`src/rtl/ictr_pkg.sv`:
```
`timescale 1ns/1ps
package ictr_pkg;

  typedef enum logic [2:0] {
    M_TC_FLAG   = 3'd0,
    M_ONESHOT   = 3'd1,
    M_RATE      = 3'd2,
    M_SQUARE    = 3'd3,
    M_SW_STROBE = 3'd4,
    M_HW_STROBE = 3'd5
  } mode_e;

  // codes above 5 fold onto the periodic modes
  function automatic mode_e fold_mode(input logic [2:0] code);
    return (code > 3'd5) ? mode_e'(code - 3'd4) : mode_e'(code);
  endfunction

endpackage

```
`src/rtl/ictr_gate_edge.sv`:
```
`timescale 1ns/1ps
module ictr_gate_edge (
  input  logic clk,
  input  logic rst,
  input  logic gate,
  input  logic tick,
  output logic trig_now
);
  logic gate_q;
  logic pend_q;
  logic rise;

  assign rise     = gate & ~gate_q;
  assign trig_now = pend_q | rise;

  // a rising edge is held until the next counting tick consumes it
  always_ff @(posedge clk) begin
    if (rst) begin
      gate_q <= 1'b0;
      pend_q <= 1'b0;
    end else begin
      gate_q <= gate;
      pend_q <= tick ? 1'b0 : (pend_q | rise);
    end
  end
endmodule

```
`src/rtl/ictr_step.sv`:
```
`timescale 1ns/1ps
module ictr_step #(
  parameter int W = 16
) (
  input  logic [W-1:0] val,
  input  logic         bcd,
  input  logic         dbl,
  output logic [W-1:0] res
);
  localparam int DIG = W / 4;
  localparam logic [W-1:0] ONE = W'(1);
  localparam logic [W-1:0] TWO = W'(2);

  logic [2:0][W-1:0]   bq;
  logic [1:0][DIG-1:0] br;

  assign bq[0] = val;

  // two cascaded per-digit decimal decrementers
  for (genvar s = 0; s < 2; s++) begin : g_stage
    assign br[s][0] = 1'b1;
    for (genvar i = 0; i < DIG; i++) begin : g_dig
      logic [3:0] dg;
      assign dg = bq[s][4*i +: 4];
      assign bq[s+1][4*i +: 4] = br[s][i] ? ((dg == 4'd0) ? 4'd9 : dg - 4'd1) : dg;
      if (i < DIG - 1) begin : g_bor
        assign br[s][i+1] = br[s][i] & (dg == 4'd0);
      end
    end
  end

  assign res = bcd ? (dbl ? bq[2] : bq[1]) : (val - (dbl ? TWO : ONE));
endmodule

```
`src/rtl/interval_counter_channel.sv`:
```
`timescale 1ns/1ps
module interval_counter_channel
  import ictr_pkg::*;
#(
  parameter int W = 16
) (
  input  logic         clk,
  input  logic         rst,
  input  logic         cnt_en,
  input  logic         load_stb,
  input  logic [W-1:0] load_val,
  input  logic [2:0]   mode_sel,
  input  logic         bcd_sel,
  input  logic         gate,
  output logic [W-1:0] count_val,
  output logic         wave_out,
  output logic         null_cnt
);
  localparam logic [W-1:0] ONE = W'(1);
  localparam logic [W-1:0] TWO = W'(2);

  mode_e        mode_q;
  logic         bcd_q;
  logic [W-1:0] init_q;
  logic [W-1:0] cnt_q;
  logic         out_q;
  logic         null_q;
  logic         run_q;
  logic         armed_q;

  logic         trig_now;
  logic [W-1:0] cnt_dec;
  logic [W-1:0] init_m1;
  logic         need_trig;
  logic         retrig_mode;
  logic         gate_ok;
  logic         xfer;
  logic         restart;
  logic         step;
  mode_e        new_mode;

  ictr_gate_edge u_gate (
    .clk      (clk),
    .rst      (rst),
    .gate     (gate),
    .tick     (cnt_en),
    .trig_now (trig_now)
  );

  ictr_step #(.W(W)) u_step (
    .val (cnt_q),
    .bcd (bcd_q),
    .dbl (mode_q == M_SQUARE),
    .res (cnt_dec)
  );

  ictr_step #(.W(W)) u_half (
    .val (init_q),
    .bcd (bcd_q),
    .dbl (1'b0),
    .res (init_m1)
  );

  assign new_mode    = fold_mode(mode_sel);
  assign need_trig   = (mode_q == M_ONESHOT) || (mode_q == M_HW_STROBE);
  assign retrig_mode = need_trig || (mode_q == M_RATE) || (mode_q == M_SQUARE);
  assign gate_ok     = need_trig | gate;
  assign xfer        = cnt_en & null_q & (~need_trig | trig_now);
  assign restart     = cnt_en & ~null_q & run_q & trig_now & retrig_mode;
  assign step        = cnt_en & run_q & ~null_q & ~restart & gate_ok;

  always_ff @(posedge clk) begin
    if (rst) begin
      mode_q  <= M_TC_FLAG;
      bcd_q   <= 1'b0;
      init_q  <= '0;
      cnt_q   <= '0;
      out_q   <= 1'b1;
      null_q  <= 1'b0;
      run_q   <= 1'b0;
      armed_q <= 1'b0;
    end else begin
      if (xfer || restart) begin
        cnt_q   <= init_q;
        run_q   <= 1'b1;
        null_q  <= 1'b0;
        armed_q <= 1'b1;
        out_q   <= !((mode_q == M_TC_FLAG) || (mode_q == M_ONESHOT));
      end else if (step) begin
        unique case (mode_q)
          M_TC_FLAG, M_ONESHOT: begin
            cnt_q <= cnt_dec;
            if (cnt_dec == '0) out_q <= 1'b1;
          end
          M_RATE: begin
            if (cnt_q == ONE) begin
              cnt_q <= init_q;
              out_q <= 1'b1;
            end else begin
              cnt_q <= cnt_dec;
              out_q <= (cnt_dec != ONE);
            end
          end
          M_SQUARE: begin
            if (cnt_q == ONE || cnt_q == TWO) begin
              out_q <= ~out_q;
              cnt_q <= (out_q && init_q[0]) ? init_m1 : init_q;
            end else begin
              cnt_q <= cnt_dec;
            end
          end
          default: begin
            cnt_q <= cnt_dec;
            if (armed_q && cnt_dec == '0) begin
              out_q   <= 1'b0;
              armed_q <= 1'b0;
            end else begin
              out_q <= 1'b1;
            end
          end
        endcase
      end
      // a write overrides whatever the tick did to the control state
      if (load_stb) begin
        init_q  <= load_val;
        mode_q  <= new_mode;
        bcd_q   <= bcd_sel;
        null_q  <= 1'b1;
        run_q   <= 1'b0;
        armed_q <= 1'b0;
        out_q   <= (new_mode != M_TC_FLAG);
      end
    end
  end

  assign count_val = cnt_q;
  assign wave_out  = out_q;
  assign null_cnt  = null_q;

  AST_NULL_ON_LOAD: assert property (@(posedge clk) disable iff (rst)
    load_stb |=> null_cnt);

  AST_M0_OUT_STAYS: assert property (@(posedge clk) disable iff (rst)
    (mode_q == M_TC_FLAG && wave_out && !load_stb) |=> wave_out);

  AST_GATE_FREEZE: assert property (@(posedge clk) disable iff (rst)
    (cnt_en && !gate && !load_stb && !null_q &&
     (mode_q == M_TC_FLAG || mode_q == M_SW_STROBE)) |=> $stable(count_val));

  AST_RATE_PULSE: assert property (@(posedge clk) disable iff (rst)
    (mode_q == M_RATE && !wave_out && cnt_en && gate && !load_stb) |=> wave_out);

  AST_STROBE_ONE: assert property (@(posedge clk) disable iff (rst)
    ((mode_q == M_SW_STROBE || mode_q == M_HW_STROBE) && !wave_out && cnt_en &&
     (gate || mode_q == M_HW_STROBE) && !load_stb) |=> wave_out);

  AST_MODE_RANGE: assert property (@(posedge clk) disable iff (rst)
    mode_q <= M_HW_STROBE);
endmodule

```
`config.mk`:
```
export PLATFORM = sky130hd
export DESIGN_NAME = interval_counter_channel
export DESIGN_NICKNAME = d
export VERILOG_FILES = /design/src/rtl/ictr_pkg.sv /design/src/rtl/ictr_gate_edge.sv /design/src/rtl/ictr_step.sv /design/src/rtl/interval_counter_channel.sv
export SDC_FILE = /design/constraint.sdc
export NUM_CORES = 1
export LEC_CHECK = 0
export ABC_AREA = 1
export BUFFER_PORTS_ARGS = -buffer_cell sky130_fd_sc_hd__buf_2
export CORE_MARGIN = 3
export CORE_UTILIZATION = 25
export CTS_BUF_LIST = sky130_fd_sc_hd__clkbuf_4
export DETAILED_ROUTE_END_ITERATION = 6
export PLACE_DENSITY_LB_ADDON = 0.1
export SLEW_MARGIN = 40
export SYNTH_ARGS = -nofsm -noshare
export SYNTH_HDL_FRONTEND = slang
export SYNTH_SLANG_ARGS = --single-unit
```
`constraint.sdc`:
```
create_clock -name clk -period 3.3 [get_ports clk]
set_input_delay 0.33 -clock clk [delete_from_list [all_inputs] [get_ports clk]]
set_output_delay 0.33 -clock clk [all_outputs]
set_load 0.01 [all_outputs]
```
# After elaboration in Yosys (flattened, before gate mapping)
# Cells that the tools add are included.
# word_totals
register_bits,42
inputBits,25
output_inout_bits,18
wordCells,141
# op_classes
add_sub_neg,15
n_lt_le_gt_ge,1
n_eq_ne,10
mux,46
bitwise,25
reduce_logical,34
# ops
op,count
$mux W16,8
$mux W4,21
$logic_not A4 Y1,12
$sub A4 B1 Y4 const B,12
$pmux W16 S2,1
$and A1 B1 Y1,17
$eq A16 B1 Y1 const B,1
$eq A16 B2 Y1 const B,1
$logic_not A16 Y1,1
$ne A16 B1 Y1 const B,1
$sub A16 B1 Y16 const B,1
$sub A16 B2 Y16,1
$mux W1,13
$ne A4 B4 Y1 const B,2
$eq A3 B2 Y1 const B,2
$logic_or A1 B1 Y1,6
$reduce_and A3 Y1,2
$reduce_bool A2 Y1,3
$reduce_bool A3 Y1,2
$reduce_or A2 Y1,3
$not A1 Y1,5
$reduce_or A4 Y1,1
$eq A3 B1 Y1 const B,1
$eq A3 B3 Y1 const B,1
10 further kinds,13

# Logic depth before layout (Yosys ltp)
# Gate-level depths: netlist (run 1).
# depth
word_depth,16
depth_mapped,22

# By module
# A second synthesis (run 1) with hierarchy kept.
# hier_totals
cells_unflattened,955
area_unflattened_um2,5327.6
# by_module_without_submodules
module,instances,cells_each,area_per_inst_um2,seq_area_each_um2
interval_counter_channel,1,424,2613.8,800.8
ictr_step (u_step),1,265,1358.8,0.0
ictr_step (u_half),1,254,1272.5,0.0
ictr_gate_edge,1,12,82.6,40.0

# Worst setup path before layout (run 1)
# No wires, ideal clock.
# synth_timing
kind,register to register
startpoint,register mode_q[2]
endpoint,"register out_q, in the netlist wave_out"
setup_time_ps,112
arrival_time_ps,2383
setup_slack_ps,805
path_stages_with_launch,21
n_path_buf,0
period_less_slack_ps,2495
cell_sequence,dfxtp_1 inv_1 nand3_2 ha_1 inv_1 fa_1 inv_1 nand2_1 nor2_1 xor2_1 o21ai_1 a21oi_1 nand2_2 nor2_4 nand3_1 nand2_1 nand2_1 nand3_1 nand2_1 inv_2 nand2_1
# synth_between
elab_chain_len,11
elab_cells_between_ends,37
# synth_rtl
element,line,source
from (decl),interval_counter_channel.sv:22,mode_e mode_q;
from (signal assigned),interval_counter_channel.sv:126,mode_q <= new_mode;
$eq A3 B2 Y1,"interval_counter_channel.sv:53, interval_counter_channel.sv:66, interval_counter_channel.sv:90",
$mux W2,ictr_step.sv:32,assign res = bcd ? (dbl ? bq[2] : bq[1]) : (val - (dbl ? TWO : ONE));
$sub A16 B2 Y16,ictr_step.sv:32,
$mux W16,ictr_step.sv:32,
$logic_not A16 Y1,"interval_counter_channel.sv:93, interval_counter_channel.sv:114",
$logic_and A1 B1 Y1,interval_counter_channel.sv:114,if (armed_q && cnt_dec == '0) begin
$mux W1,interval_counter_channel.sv:114,
$pmux W1 S3,interval_counter_channel.sv:90,unique case (mode_q)
$mux W1,interval_counter_channel.sv:89,end else if (step) begin
$mux W1,interval_counter_channel.sv:83,if (xfer || restart) begin
$mux W1,interval_counter_channel.sv:124,if (load_stb) begin
to (signal assigned),interval_counter_channel.sv:88,out_q <= !((mode_q == M_TC_FLAG) || (mode_q == M_ONESHOT));
to (signal assigned),interval_counter_channel.sv:101,out_q <= (cnt_dec != ONE);
to (signal assigned),interval_counter_channel.sv:131,out_q <= (new_mode != M_TC_FLAG);
to (decl),interval_counter_channel.sv:26,logic out_q;
# Several ways; a longest one is shown, not always the timed one. The select of a mux whose other input is x is not followed.
# A chain may end at the register's enable or synchronous reset.

# Worst setup path in the final report (run 1)
# Same ends and word-level chain as after synthesis.

==> impl_metrics.yaml, run 1 <==
timing:
  finClkSkew_ps: 15.7
  finalHoldViolCount: 0
  slew_viol_final: 0
  layout_min_cycle_time_ps: 2910
  setup_violations: 0
  fin_setup_tns_ps: 0
  tightest_slew_ps: 766
  max_slew_margin: 0.486
  rsz0062_at_grt: "no"
  clock.fmax_mhz: 344
  period_share: 0.882
worst_setup_path:
  crit_chain: "inv_1 -> nand3_2 -> ha_1 -> inv_1 -> fa_1 -> inv_1 -> nand2_1 -> nor2_1 -> inv_1 -> o21ai_0 -> nand3_1 -> nand2_1 -> nand2_2 -> nor2_4 -> nand3_1 -> nand2_1 -> nand2_1 -> nand3_1 -> nand2_1 -> inv_2 -> nand2_1"
  critPathKind: "reg2reg"
  crit_path_max_incr_delay_ps: 390
  cp.required_ps: 3600
  cpLargestDelayFamily: "simple AND/OR/NAND/NOR gates"
  rrSetupSlack_ps: 390
  reg2regPathDepth: 21
  cp_num_buf_inv: 5
  crit_path_end_kind: "register"
  r2r_start: "mode_q[2]$_SDFFE_PP0P_"
  r2r_end: "wave_out$_SDFFE_PP1P_"
  crit_path_max_fanout: 8
  crit_slowest_cell: "dfxtp_1"
  arrival_ps: 3210
  critPathLaunchType: "register"
  path_common_cell: "nand2_1"
placed_design:
  hpwl_mm: 10.9
  port-buffer-count: 42
  place_congestion: 0.822
power:
  ir_drop_v: 0.000179
  power_mw: 1.53
  leakage_nw: 1.94
  power_density_mw_per_mm2: 356
final_layout:
  syn_to_final_growth_pct: 12.8
  nFillCells: 1715
  drive_above_1_share: 0.163
  nets: 699
  fin_util: 0.292
clocking:
  postCtsHoldBufs: 0
  cts_buffer_depth: 2
  clk_latency_ps: 380
  clockRootBuffer: "clkbuf_4"
  path_clk_slew_ps: 140
  htree_levels: 2
  cts.sinks: 42
  cts_inserted_buffers: 5
  cts_resized: 0
  cts_tree: "built"
  postCtsSetupBuffers: 0
route:
  wl_per_cell_um: 16.0
  postRouteAntennaNets: 0
  vias_per_cell: 5.11
  drt_wl_total_mm: 13.7
  drt_first_iter_violations: 265
  first_pass_iters: 7
  drc_errors: 0
  vias: 4367
synthesis:
  ys_types: 47
  synth_nets: 657
  yosys_register_bits: 42
  ys_seq_area_frac: 0.220
  post_synth.cell_area_avg_um2: 6.10
  synth_edf_count: 0
  ys_warn_count: 0
  synthCells: 626
  synth_ff_type: "dfxtp_1"
  synthArstFlopShare: 0
  syn-cell-area_mm2: 0.00382
die:
  die-area_mm2: 0.0168
  rows: 44
  fp.dieH_um: 130
  die_w_um: 130
  start_util: 0.259
  core_mm2: 0.0148
  io_pins: 43
global_routing:
  grtUsageTotal: 0.166
  grt_pass1_vias: 4118
  antenna_found_initial: 1
  grt_max_degree: 29
  grt_overflow: 0
  grt_pass1_wl_mm: 22.4
min_path:
  worstHoldEndpoint: "u_gate.pend_q$_SDFF_PP0_"
  holdPathStages: 2
  min-delay-start: "cnt_en"
  hp-class: "in2reg"
outcome:
  status: "finished, final reports clean"
job:
  drv_cap: 0
[state kept, by name, summed over array words and instances (netlist names)]
register / cells
wave_out: 1
armed_q: 1
init_q: 16
count_val: 16
u_gate.gate_q: 1
u_gate.pend_q: 1
mode_q: 3
null_cnt: 1
bcd_q: 1
run_q: 1
[power by group]
group	switching, mW	internal, mW
clock	0.182	0.0885
combinational	0.463	0.222
sequential	0.0431	0.536
total	0.688	0.847
[through the flow]
stage	hold WS (ps)	cell area, um2	setup WS [ps]	instances
after floorplan	406	3820	805	626
final	135	4310	391	854
after CTS	121	4310	295	853
after global placement	458	4250	356	845
after detailed placement	468	4250	320	845
after global routing	121	4310	80.9	854
[cell usage in the layout (no fill, tap or decap), drive strengths merged, types with 15 or more instances in the layout]
cell   instances
nand2        157
nand3         73
nor2          71
inv           70
o21ai         63
buf           53
dfxtp         42
a21oi         38
nor3          15
[cells in the mapped netlist, types with 3 or more instances]
| library cell | instances | share of area |
|---|---|---|
| a31oi_1 | 7 | 0.011 |
| o221ai_1 | 9 | 0.021 |
| buf_2 | 3 | 0.0039 |
| dfxtp_1 | 42 | 0.22 |
| ha_1 | 5 | 0.016 |
| nand3_1 | 67 | 0.088 |
| nand3_2 | 5 | 0.013 |
| nand4_1 | 9 | 0.015 |
| clkbuf_1 | 11 | 0.011 |
| a221oi_1 | 6 | 0.014 |
| nor2_1 | 54 | 0.053 |
| a22oi_1 | 4 | 0.0079 |
| nor2_2 | 10 | 0.016 |
| nand2_1 | 144 | 0.14 |
| inv_2 | 9 | 0.0088 |
| o21ai_1 | 8 | 0.010 |
| a211oi_1 | 3 | 0.0059 |
| a21oi_1 | 37 | 0.048 |
| nand2_2 | 8 | 0.013 |
| nor2_4 | 6 | 0.018 |
| o22ai_1 | 4 | 0.0066 |
| inv_1 | 61 | 0.060 |
| nor3_1 | 13 | 0.017 |
| clkinv_1 | 3 | 0.0029 |
| o21ai_0 | 55 | 0.072 |
| nand2_4 | 5 | 0.015 |
| o211ai_1 | 4 | 0.0079 |
| xor2_1 | 9 | 0.021 |
[cells by family after synthesis]
group	synth area share
compound gates	0.224
xor+xnor	0.0206
fa+ha+maj	0.0216
buf+inv	0.0967
flops	0.220
simple gates	0.416
[routing by layer]
layer	part of all wire	GRT usage	routed length (um)
met1	0.52	0.246	7070
met2	0.43	0.259	5900
met3	0.040	0.0194	550
met4	0.012	0.0355	168
met5	0	0	0
[worst max-delay path by stage]
stage,from,endpoint,slack (ps),cells after the start
after detailed placement,count_val[13]$_SDFFE_PP0P_,count_val[2]$_SDFFE_PP0P_,320,15
after floorplan,mode_q[2]$_SDFFE_PP0P_,wave_out$_SDFFE_PP1P_,800,20
final,mode_q[2]$_SDFFE_PP0P_,wave_out$_SDFFE_PP1P_,390,21
after CTS,count_val[13]$_SDFFE_PP0P_,count_val[2]$_SDFFE_PP0P_,290,15
after global routing,count_val[13]$_SDFFE_PP0P_,count_val[2]$_SDFFE_PP0P_,80,15
after global placement,count_val[13]$_SDFFE_PP0P_,count_val[2]$_SDFFE_PP0P_,360,15
[area by class of cell]
cell class | instances | area (um2) | area share
repair buffers | 53 | 293 | 0.0679
diodes | 1 | 2.50 | 0.000581
flip-flops and latches | 42 | 841 | 0.195
inverters | 74 | 279 | 0.0648
clock inverters | 2 | 8.76 | 0.00203
multi-input cells | 492 | 2610 | 0.606
well taps | 184 | 230 | 0.0534
clock buffers | 6 | 45.0 | 0.0105
No activity file was read; power rests on OpenSTA's default activity.
==> inputs of run 2 (changes only) <==
--- a/config.mk
+++ b/config.mk
@@ -5,14 +5,15 @@
 export SDC_FILE = /design/constraint.sdc
 export NUM_CORES = 1
 export LEC_CHECK = 0
-export ABC_AREA = 1
 export BUFFER_PORTS_ARGS = -buffer_cell sky130_fd_sc_hd__buf_2
 export CORE_MARGIN = 3
 export CORE_UTILIZATION = 25
 export CTS_BUF_LIST = sky130_fd_sc_hd__clkbuf_4
+export CTS_CLUSTER_DIAMETER = 50
 export DETAILED_ROUTE_END_ITERATION = 6
 export PLACE_DENSITY_LB_ADDON = 0.1
 export SLEW_MARGIN = 40
 export SYNTH_ARGS = -nofsm -noshare
 export SYNTH_HDL_FRONTEND = slang
 export SYNTH_SLANG_ARGS = --single-unit
+export TNS_END_PERCENT = 50
==> run 2 against run 1 <==
Compared with the run above: cell area shrank 8.3%; synthesized area shrank 13%; register-to-register slack lost 280 ps; clock power grew 34%; utilization grew 1.6 points; first-iteration DRC count grew 4.9%; total power shrank 1.9%; synthesized cell count shrank 27%; routed wire length shrank 9.0%; highest routed layer unchanged.
==> impl_metrics.yaml, run 2 <==
global_routing:
  grt_max_degree: 43
  grtUsageTotal: 0.171
  grt_pass1_wl_mm: 19.8
  antenna_found_initial: 0
  grt_pass1_vias: 3518
  grt_overflow: 0
final_layout:
  final_area_mm2: 0.00395
  regArea_um2: 842
  drive_above_1_share: 0.200
  nets: 535
  layout_common_cells: "nor2_1 (67), dfxtp_1 (41), buf_2 (41), nand2_1 (35)"
  syn_to_final_growth_pct: 18.6
  multi_input_area_mm2: 0.00233
  final_common_cell: "nor2_1"
  n_antenna_cell: 0
  nFillCells: 1459
synthesis:
  ys_types: 67
  synth_top_area_share: 0.252
  yosys.area.top_type: "dfxtp_1"
  post_synth.cell_area_avg_um2: 7.26
  synth_edf_count: 0
  yosysMostFrequentCell: "nor2_1"
  synth_ff_type: "dfxtp_1"
  synth_nets: 490
  yosys_register_bits: 42
  syn-cell-area_mm2: 0.00333
  ys_warn_count: 0
  synthCells: 459
  synthArstFlopShare: 0
  synth_area_leaders: "dfxtp_1 (25%), mux2i_1 (7.8%), nor2_1 (7.5%), nor3_1 (4.7%), a21oi_1 (4.2%)"
  ys_seq_area_frac: 0.252
  synth_common_cells: "nor2_1 (67), dfxtp_1 (42), nand2_1 (35)"
power:
  ir_drop_v: 0.000162
  sequentialPowerShare: 0.388
  power_density_mw_per_mm2: 381
  switching_share: 0.374
  power.switching_mw: 0.562
  internal_power_mw: 0.943
  leakage_nw: 1.58
  clkPwrFrac: 0.242
  p_comb_frac: 0.369
timing:
  hold_slack_ps: 148
  clock.fmax_mhz: 313
  finClkSkew_ps: 16.1
  setup_ws_ps: 107
  setup_violations: 0
  max_slew_margin: 0.515
  tightest_slew_ps: 727
  layout_min_cycle_time_ps: 3190
  period_share: 0.968
  slew_viol_final: 0
  finalHoldViolCount: 0
placed_design:
  place_ws_ps: 20.0
  port-buffer-count: 42
  hpwl_mm: 9.60
  place_congestion: 0.920
  postPlaceCellArea_mm2: 0.00383
worst_setup_path:
  crit_path_end_kind: "register"
  cp.required_ps: 3580
  critPathLaunchType: "register"
  crit_slowest_cell: "or4_4"
  arrival_ps: 3480
  cpLargestDelayFamily: "simple AND/OR/NAND/NOR gates"
  cp_num_buf_inv: 2
  crit_chain: "and3b_2 -> inv_4 -> buf_4 -> fa_2 -> mux2i_1 -> o211ai_1 -> or4_4 -> xor2_2 -> and4_1 -> nand4_2 -> o311a_1 -> a311o_1"
  critPathKind: "reg2reg"
  crit_path_max_incr_delay_ps: 460
  crit_path_max_fanout: 7
clocking:
  cts_buffer_depth: 2
  path_clk_slew_ps: 130
  clk_latency_ps: 390
  cts_tree: "built"
  htree_levels: 2
  cts_inserted_buffers: 5
  clockRootBuffer: "clkbuf_4"
  cts.sinks: 42
route:
  vias_per_cell: 5.49
  first_pass_iters: 5
  drt_wl_total_mm: 12.5
  drc_errors: 0
  drt_first_iter_violations: 278
  vias: 3717
  postRouteAntennaNets: 0
  wl_per_cell_um: 18.4
die:
  die-area_mm2: 0.0147
  rows: 41
  core_mm2: 0.0128
  io_pins: 43
  start_util: 0.260
  fp.dieH_um: 121
  die_w_um: 121
outcome:
  status: "finished, final reports clean"
job:
  drv_cap: 0
min_path:
  hp-class: "in2reg"
==> run 2: logic make-up (layout without fill, tap and decap cells) <==
logic type | after synthesis | count (layout) | share of synthesized area
flip-flops | 42 | 42 | 0.252
adder cells (fa/ha/maj) | 6 | 6 | 0.0248
buffers and inverters | 46 | 92 | 0.0601
XOR/XNOR | 11 | 11 | 0.0289
multiplexers | 28 | 28 | 0.0849
AND/OR/NAND/NOR | 203 | 203 | 0.303
AO/OA/AOI/OAI | 123 | 123 | 0.246
==> run 2: cell type report <==
| type | instances | area share |
|---|---|---|
| multi-input combinational | 371 | 0.589 |
| sequential | 42 | 0.213 |
| timing repair buffer | 72 | 0.111 |
| tap | 172 | 0.0544 |
| clock buffer | 7 | 0.0133 |
| inverter | 12 | 0.0120 |
| clock inverter | 1 | 0.00760 |
==> run 2: worst paths after layout <==
check	slack [ps]	from	cells after the start	end
setup / recovery	110	mode_q[2]$_SDFFE_PP0P_	12	wave_out$_SDFFE_PP1P_
hold / removal	150	cnt_en	2	u_gate.pend_q$_SDFF_PP0_
setup reg to reg	110	mode_q[2]$_SDFFE_PP0P_	12	wave_out$_SDFFE_PP1P_
hold reg to reg	520	armed_q$_SDFFE_PP0P_	2	armed_q$_SDFFE_PP0P_
==> run 2: what timing repair did <==
action                     CTS  global route
hold buffers                 0             0
pin swaps                    0             2
buffers inserted             0             2
gates resized for setup      2             2
setup endpoints to repair    1             1
==> run 2: power groups by stage <==
| stage | sequential (mW) | clock (mW) | combinational, mW |
|---|---|---|---|
| 5_1_grt | 0.592 | 0.398 | 0.614 |
| 2_1_floorplan | 0.579 | 0 | 0.368 |
| 4_1_cts | 0.584 | 0.378 | 0.539 |
| 3_5_place_dp | 0.596 | 0 | 0.529 |
| 3_3_place_gp | 0.596 | 0 | 0.533 |
| 6_report | 0.585 | 0.364 | 0.556 |
==> run 2: layer usage <==
layer / global-route usage / part of all wire / up-vias / routed length, um
met5: 0 / 0 / - / 0
met4: 0.0448 / 0.016 / 0 / 202
met3: 0.0261 / 0.055 / 17 / 689
met2: 0.265 / 0.45 / 136 / 5580
met1: 0.246 / 0.48 / 1775 / 5980
li1: - / - / 1789 / -
==> run 2: stage by stage <==
step,std cells,utilization,setup TNS [ps],power (mW)
6_report,677,0.308,0,1.51
5_1_grt,677,0.308,-16.5,1.60
4_1_cts,675,0.306,0,1.50
3_5_place_dp,667,0.299,0,1.12
3_3_place_gp,667,0.299,0,1.13
2_1_floorplan,459,-,0,0.946
